`config.mk`:
```
export PLATFORM = sky130hd
export DESIGN_NAME = axil_rr_arbiter
export DESIGN_NICKNAME = d
export VERILOG_FILES = /design/src/rtl/axl_arb_pkg.sv /design/src/rtl/axl_rr_pick.sv /design/src/rtl/axl_grant.sv /design/src/rtl/axil_rr_arbiter.sv
export SDC_FILE = /design/constraint.sdc
export NUM_CORES = 1
export LEC_CHECK = 0
export BUFFER_PORTS_ARGS = -buffer_cell sky130_fd_sc_hd__buf_2
export CAP_MARGIN = 0
export CORE_AREA = 3 3 227 229
export DETAILED_ROUTE_END_ITERATION = 7
export DIE_AREA = 0 0 230 232
export GPL_TIMING_DRIVEN = 0
export PLACE_DENSITY = 0.3
export SYNTH_ARGS = -nofsm -noshare
export SYNTH_HDL_FRONTEND = slang
export SYNTH_HIERARCHICAL = 1
export SYNTH_SLANG_ARGS = --single-unit
```
`constraint.sdc`:
```
create_clock -name clk -period 3.67 [get_ports clk]
set_input_delay 0.1835 -clock clk [delete_from_list [all_inputs] [get_ports clk]]
set_output_delay 0.1835 -clock clk [all_outputs]
set_load 0.03 [all_outputs]
```
`src/rtl/axl_arb_pkg.sv`:
```
package axl_arb_pkg;

    localparam int RESP_W = 2;
    localparam logic [RESP_W-1:0] RESP_OKAY = 2'b00;

    typedef enum logic {
        GS_FREE = 1'b0,
        GS_HELD = 1'b1
    } grant_state_e;

    // true when master idx currently owns a direction
    function automatic logic owns(input logic held, input int owner, input int idx);
        return held && (owner == idx);
    endfunction

endpackage

```
`src/rtl/axl_rr_pick.sv`:
```
module axl_rr_pick #(
    parameter int N  = 3,
    parameter int IW = (N > 1) ? $clog2(N) : 1
) (
    input  logic [N-1:0]  req,
    input  logic [IW-1:0] start,
    output logic          found,
    output logic [IW-1:0] pick
);

    // circular search beginning at start itself (start wins if requesting)
    always_comb begin
        found = 1'b0;
        pick  = start;
        for (int k = 0; k < N; k++) begin
            if (!found && req[(int'(start) + k) % N]) begin
                found = 1'b1;
                pick  = IW'((int'(start) + k) % N);
            end
        end
    end

endmodule

```
`src/rtl/axl_grant.sv`:
```
module axl_grant
    import axl_arb_pkg::*;
#(
    parameter int N  = 3,
    parameter int IW = (N > 1) ? $clog2(N) : 1
) (
    input  logic          clk,
    input  logic          rst,
    input  logic [N-1:0]  req,
    input  logic          done,
    output logic          held,
    output logic [IW-1:0] owner
);

    grant_state_e  state;
    logic          found;
    logic [IW-1:0] pick;

    axl_rr_pick #(.N(N), .IW(IW)) u_pick (
        .req   (req),
        .start (owner),
        .found (found),
        .pick  (pick)
    );

    always_ff @(posedge clk) begin
        if (rst) begin
            state <= GS_FREE;
            owner <= '0;
        end else begin
            case (state)
                GS_FREE: begin
                    if (found) begin
                        state <= GS_HELD;
                        owner <= pick;
                    end
                end
                GS_HELD: begin
                    if (done) state <= GS_FREE;
                end
                default: state <= GS_FREE;
            endcase
        end
    end

    assign held = (state == GS_HELD);

endmodule

```
`src/rtl/axil_rr_arbiter.sv`:
```
module axil_rr_arbiter
    import axl_arb_pkg::*;
#(
    parameter int NM = 3,
    parameter int AW = 32,
    parameter int DW = 32
) (
    input  logic                   clk,
    input  logic                   rst,
    input  logic [NM*AW-1:0]       m_awaddr,
    input  logic [NM-1:0]          m_awvalid,
    output logic [NM-1:0]          m_awready,
    input  logic [NM*DW-1:0]       m_wdata,
    input  logic [NM*(DW/8)-1:0]   m_wstrb,
    input  logic [NM-1:0]          m_wvalid,
    output logic [NM-1:0]          m_wready,
    output logic [NM*RESP_W-1:0]   m_bresp,
    output logic [NM-1:0]          m_bvalid,
    input  logic [NM-1:0]          m_bready,
    input  logic [NM*AW-1:0]       m_araddr,
    input  logic [NM-1:0]          m_arvalid,
    output logic [NM-1:0]          m_arready,
    output logic [NM*DW-1:0]       m_rdata,
    output logic [NM*RESP_W-1:0]   m_rresp,
    output logic [NM-1:0]          m_rvalid,
    input  logic [NM-1:0]          m_rready,
    output logic [AW-1:0]          s_awaddr,
    output logic                   s_awvalid,
    input  logic                   s_awready,
    output logic [DW-1:0]          s_wdata,
    output logic [DW/8-1:0]        s_wstrb,
    output logic                   s_wvalid,
    input  logic                   s_wready,
    input  logic [RESP_W-1:0]      s_bresp,
    input  logic                   s_bvalid,
    output logic                   s_bready,
    output logic [AW-1:0]          s_araddr,
    output logic                   s_arvalid,
    input  logic                   s_arready,
    input  logic [DW-1:0]          s_rdata,
    input  logic [RESP_W-1:0]      s_rresp,
    input  logic                   s_rvalid,
    output logic                   s_rready
);

    localparam int IW = (NM > 1) ? $clog2(NM) : 1;
    localparam int SW = DW / 8;

    logic          wr_held, rd_held;
    logic [IW-1:0] wr_owner, rd_owner;
    logic [NM-1:0] wr_req, rd_req;
    logic          wr_done, rd_done;

    assign wr_req  = m_awvalid | m_wvalid;
    assign rd_req  = m_arvalid;
    assign wr_done = s_bvalid & s_bready;
    assign rd_done = s_rvalid & s_rready;

    axl_grant #(.N(NM), .IW(IW)) u_wr_grant (
        .clk   (clk),
        .rst   (rst),
        .req   (wr_req),
        .done  (wr_done),
        .held  (wr_held),
        .owner (wr_owner)
    );

    axl_grant #(.N(NM), .IW(IW)) u_rd_grant (
        .clk   (clk),
        .rst   (rst),
        .req   (rd_req),
        .done  (rd_done),
        .held  (rd_held),
        .owner (rd_owner)
    );

    // master-to-slave request muxes
    always_comb begin
        s_awaddr  = m_awaddr[int'(wr_owner)*AW +: AW];
        s_wdata   = m_wdata[int'(wr_owner)*DW +: DW];
        s_wstrb   = m_wstrb[int'(wr_owner)*SW +: SW];
        s_awvalid = wr_held & m_awvalid[wr_owner];
        s_wvalid  = wr_held & m_wvalid[wr_owner];
        s_bready  = wr_held & m_bready[wr_owner];
        s_araddr  = m_araddr[int'(rd_owner)*AW +: AW];
        s_arvalid = rd_held & m_arvalid[rd_owner];
        s_rready  = rd_held & m_rready[rd_owner];
    end

    // slave-to-master: payload broadcast, handshakes gated per owner
    for (genvar g = 0; g < NM; g++) begin : g_port
        logic wsel, rsel;
        assign wsel = owns(wr_held, int'(wr_owner), g);
        assign rsel = owns(rd_held, int'(rd_owner), g);

        assign m_awready[g] = wsel & s_awready;
        assign m_wready[g]  = wsel & s_wready;
        assign m_bvalid[g]  = wsel & s_bvalid;
        assign m_bresp[g*RESP_W +: RESP_W] = s_bresp;

        assign m_arready[g] = rsel & s_arready;
        assign m_rvalid[g]  = rsel & s_rvalid;
        assign m_rdata[g*DW +: DW] = s_rdata;
        assign m_rresp[g*RESP_W +: RESP_W] = s_rresp;
    end

endmodule

```
==> run summary <==
Syn Std Cell Area: 0.003963 mm2
unrepaired setup endpoints after global routing: false
Root Driver: clkbuf_16
part of the power in registers: 3.8%
crit-path max FO: 9
hold endpoint: u_wr_grant/held
final hold vios: 0
fraction of layout cells with a size suffix above 1: 62.39%
FILL cells: 5862
Setup Buffers After CTS: 0
worst vdd rail ir drop: 0.1335 mV
CTS resizes: 0
final max-slew violation count: 0
Reg2Reg Capture Point: u_rd_grant/owner[1]
area share of xor/xnor cells in the synthesized design: 0%
Ports: 586
Max Buffers Root-to-Sink: 2
Post-CTS Hold Buffers: 0
area grow syn2layout: 92.52%
Worst EP arrival: 2.48 ns
Post-Syn Instances: 578
worst-case reg-to-reg path depth: 9
Min Clock Period, post-route: 2.375 ns
first-pass GRT wire length: 36.62 mm
main combinational cell family by area after synthesis: buffers and inverters
clock power share: 5.2%
vias in the first global route: 5793
CTS tree: done
leak pwr: 0.003753 uW
worst hold path type: in -> reg
pre-CTS setup slack: 1.276 ns
maximum number of pins on one net before global-route repair: 15
drc violations: 0
RePlAce Congestion: 0.8754
crit share post-route: 64.73%
max-cap violations: 0
Die Span Y: 232 um
Worst Setup End Kind: flop
clk slew on worst S/H paths: 0.03 ns
PD cells: 438.7 mW/mm2
die width: 230 um
die area: 0.05336 mm2
nets: 1496
Psw: 2055 uW
WL final: 26.36 mm
Rel. slew slack: 44.44%
Core Footprint: 0.04986 mm2
register bit total from synthesis: 6
initial antenna violation count: 1
Worst Path Buf+Inv: 2
Cell Chain, Critical Path: inv_1 > ha_1 > buf_6 > mux2i_1 > o22a_1 > or4_4 > a2bb2oi_1 > nand4bb_1 > o21ai_1
Combinational Power Share: 91.1%
Syn Nets: 942
DRT antenna net count: 0
setup violators final: 0
Initial Util: 7.947%
Clock Latency Late Sink: 0.22 ns
worst-margin pin slew: 0.8334 ns
Worst path slowest cell: or4_4
post-synthesis mux area share: 28.04%
status: finished, final reports clean
R2R Setup Slk: 1.29 ns
Worst path top cell family by delay: simple AND/OR/NAND/NOR gates
Detailed Routing Iterations Pass 1: 4
synth unique cells: 33
adder-cell share of the synthesized area: 1.895%
GRT Total Usage: 8.858%
Sw Share: 61.39%
Mean Syn Cell Area: 6.856 um2
Worst Slack Setup Final: 1.295 ns
CTS buffer count: 3
CTS sink cnt: 6
Site Rows: 82
critical path startpoint category: flop
Setup CP Type: reg -> reg
fmax: 421.0 MHz
CP required: 3.78 ns
Int Pwr: 1292 uW
Buffers on Ports: 549
simple-gate portion of the synthesized area: 21.00%
Critical R2R Launch: u_rd_grant/owner[0]
post-synthesis compound-gate area fraction: 17.46%
hold depth: 2
total gr overflow: 0
average wire per standard cell: 14.62 um
min-delay src: rst
vias per std cell: 3.269
sequential fraction of the synthesis area: 3.031%
Setup TNS: 0 ns
CP max stage delay: 0.55 ns
Yosys warnings: 6
Max Clock Skew: 0.0001522 ns
hpwl dp: 23.66 mm
CTS H-tree depth: 1
Via Count: 5894
initial DRC count: 197
[worst reg2reg max path, cell delays in order (launching register included)]
cell,delay [ns]
dfxtp_1,0.51
inv_1,0.08
ha_1,0.31
buf_6,0.14
mux2i_1,0.12
o22a_1,0.24
or4_4,0.55
a2bb2oi_1,0.15
nand4bb_1,0.09
o21ai_1,0.07
[power groups by stage]
stage	Sequential [uW]	Combinational [uW]	Clock, uW
3_5_place_dp	128	3080	0
6_report	126	3050	173
2_1_floorplan	108	2120	0
4_1_cts	127	3090	179
3_3_place_gp	128	3090	0
5_1_grt	132	3270	181
[final cells by class]
cell class / instances / area (um2) / share of cell area (%)
antenna: 1 / 2.502 / 0.03280
buffer: 149 / 1110 / 14.55
clock buffer: 3 / 75.07 / 0.9841
inverter: 6 / 22.52 / 0.2952
multi-input combinational: 417 / 2710 / 35.53
sequential: 6 / 120.1 / 1.575
tap: 672 / 840.8 / 11.02
timing repair buffer: 549 / 2748 / 36.02
[per-stage QoR]
step | util, % | cell area (um2) | hold slack, ns | instances | power, uW
2_1_floorplan | - | 3963 | 0.2481 | 578 | 2225
3_3_place_gp | 15.14 | 7551 | 0.4954 | 1799 | 3216
3_5_place_dp | 15.14 | 7551 | 0.5158 | 1799 | 3206
4_1_cts | 15.29 | 7626 | 0.2793 | 1802 | 3391
5_1_grt | 15.29 | 7626 | 0.2991 | 1802 | 3581
6_report | 15.30 | 7629 | 0.2701 | 1803 | 3347
[cells in the mapped netlist]
master	number	share of area [%]
o22ai_1	1	0.16
and2_1	3	0.47
nor3_1	7	0.88
buf_4	126	24
a211oi_2	2	0.63
nand4bb_1	4	1.1
a211o_2	2	0.51
nor2_1	13	1.2
or2_2	2	0.32
o21ai_1	108	14
nor2b_1	6	0.95
or2_1	3	0.47
o21ai_0	2	0.25
a311o_1	2	0.51
nor2_2	2	0.32
mux2i_1	111	28
buf_6	7	2.0
and3b_2	2	0.51
inv_1	6	0.57
and3b_1	2	0.44
buf_2	7	0.88
nand3b_1	7	1.3
and3_1	7	1.1
nand2_1	109	10
buf_12	1	0.51
a211o_1	2	0.44
or4_4	2	0.57
ha_1	6	1.9
a2bb2oi_1	4	0.88
nand2b_1	6	0.95
o22a_1	2	0.44
clkbuf_1	8	0.76
dfxtp_1	6	3.0
[state kept, by name (all words and copies together) (netlist names)]
| signal | cells |
|---|---|
| u_wr_grant/held | 1 |
| u_wr_grant/owner | 2 |
| u_rd_grant/held | 1 |
| u_rd_grant/owner | 2 |
[cell families after synthesis]
group	count (synthesis)
mux	111
flops	6
buf+inv	155
simple gates	175
compound gates	125
fa+ha+maj	6
[worst max-delay path by stage]
stage | cells past startpoint | slack (ns) | to | startpoint
6_report | 9 | 1.29 | u_rd_grant/owner[1] | u_rd_grant/owner[0]
2_1_floorplan | 9 | 1.52 | u_rd_grant/owner[0] | u_rd_grant/owner[0]
4_1_cts | 4 | 1.23 | s_awaddr[0] | u_wr_grant/owner[0]
3_5_place_dp | 9 | 1.28 | u_rd_grant/owner[0] | u_rd_grant/owner[0]
3_3_place_gp | 9 | 1.29 | u_rd_grant/owner[0] | u_rd_grant/owner[0]
5_1_grt | 9 | 1.13 | u_rd_grant/owner[0] | u_rd_grant/owner[0]
[per-layer routing]
layer,track usage (%),part of all wire [%]
met1,11.28,41
met2,16.38,52
met3,1.349,6.1
met4,0.5846,0.47
met5,0,0
[layout by cell type (no fill, tap or decap), drive strengths merged]
| cell | n |
|---|---|
| a311o | 2 |
| o21ai | 110 |
| nand4bb | 4 |
| a2bb2oi | 4 |
| nand2 | 109 |
| o22a | 2 |
| ha | 6 |
| or2 | 5 |
| inv | 6 |
| nand3b | 7 |
| mux2i | 111 |
| and3 | 7 |
| o22ai | 1 |
| nand2b | 6 |
| a211o | 4 |
| clkbuf | 11 |
| dfxtp | 6 |
| and2 | 3 |
| nor2b | 6 |
| buf | 690 |
| a211oi | 2 |
| nor3 | 7 |
| and3b | 4 |
| or4 | 2 |
| diode | 1 |
| nor2 | 15 |
Note: power is estimated with default switching activity, not from simulation.
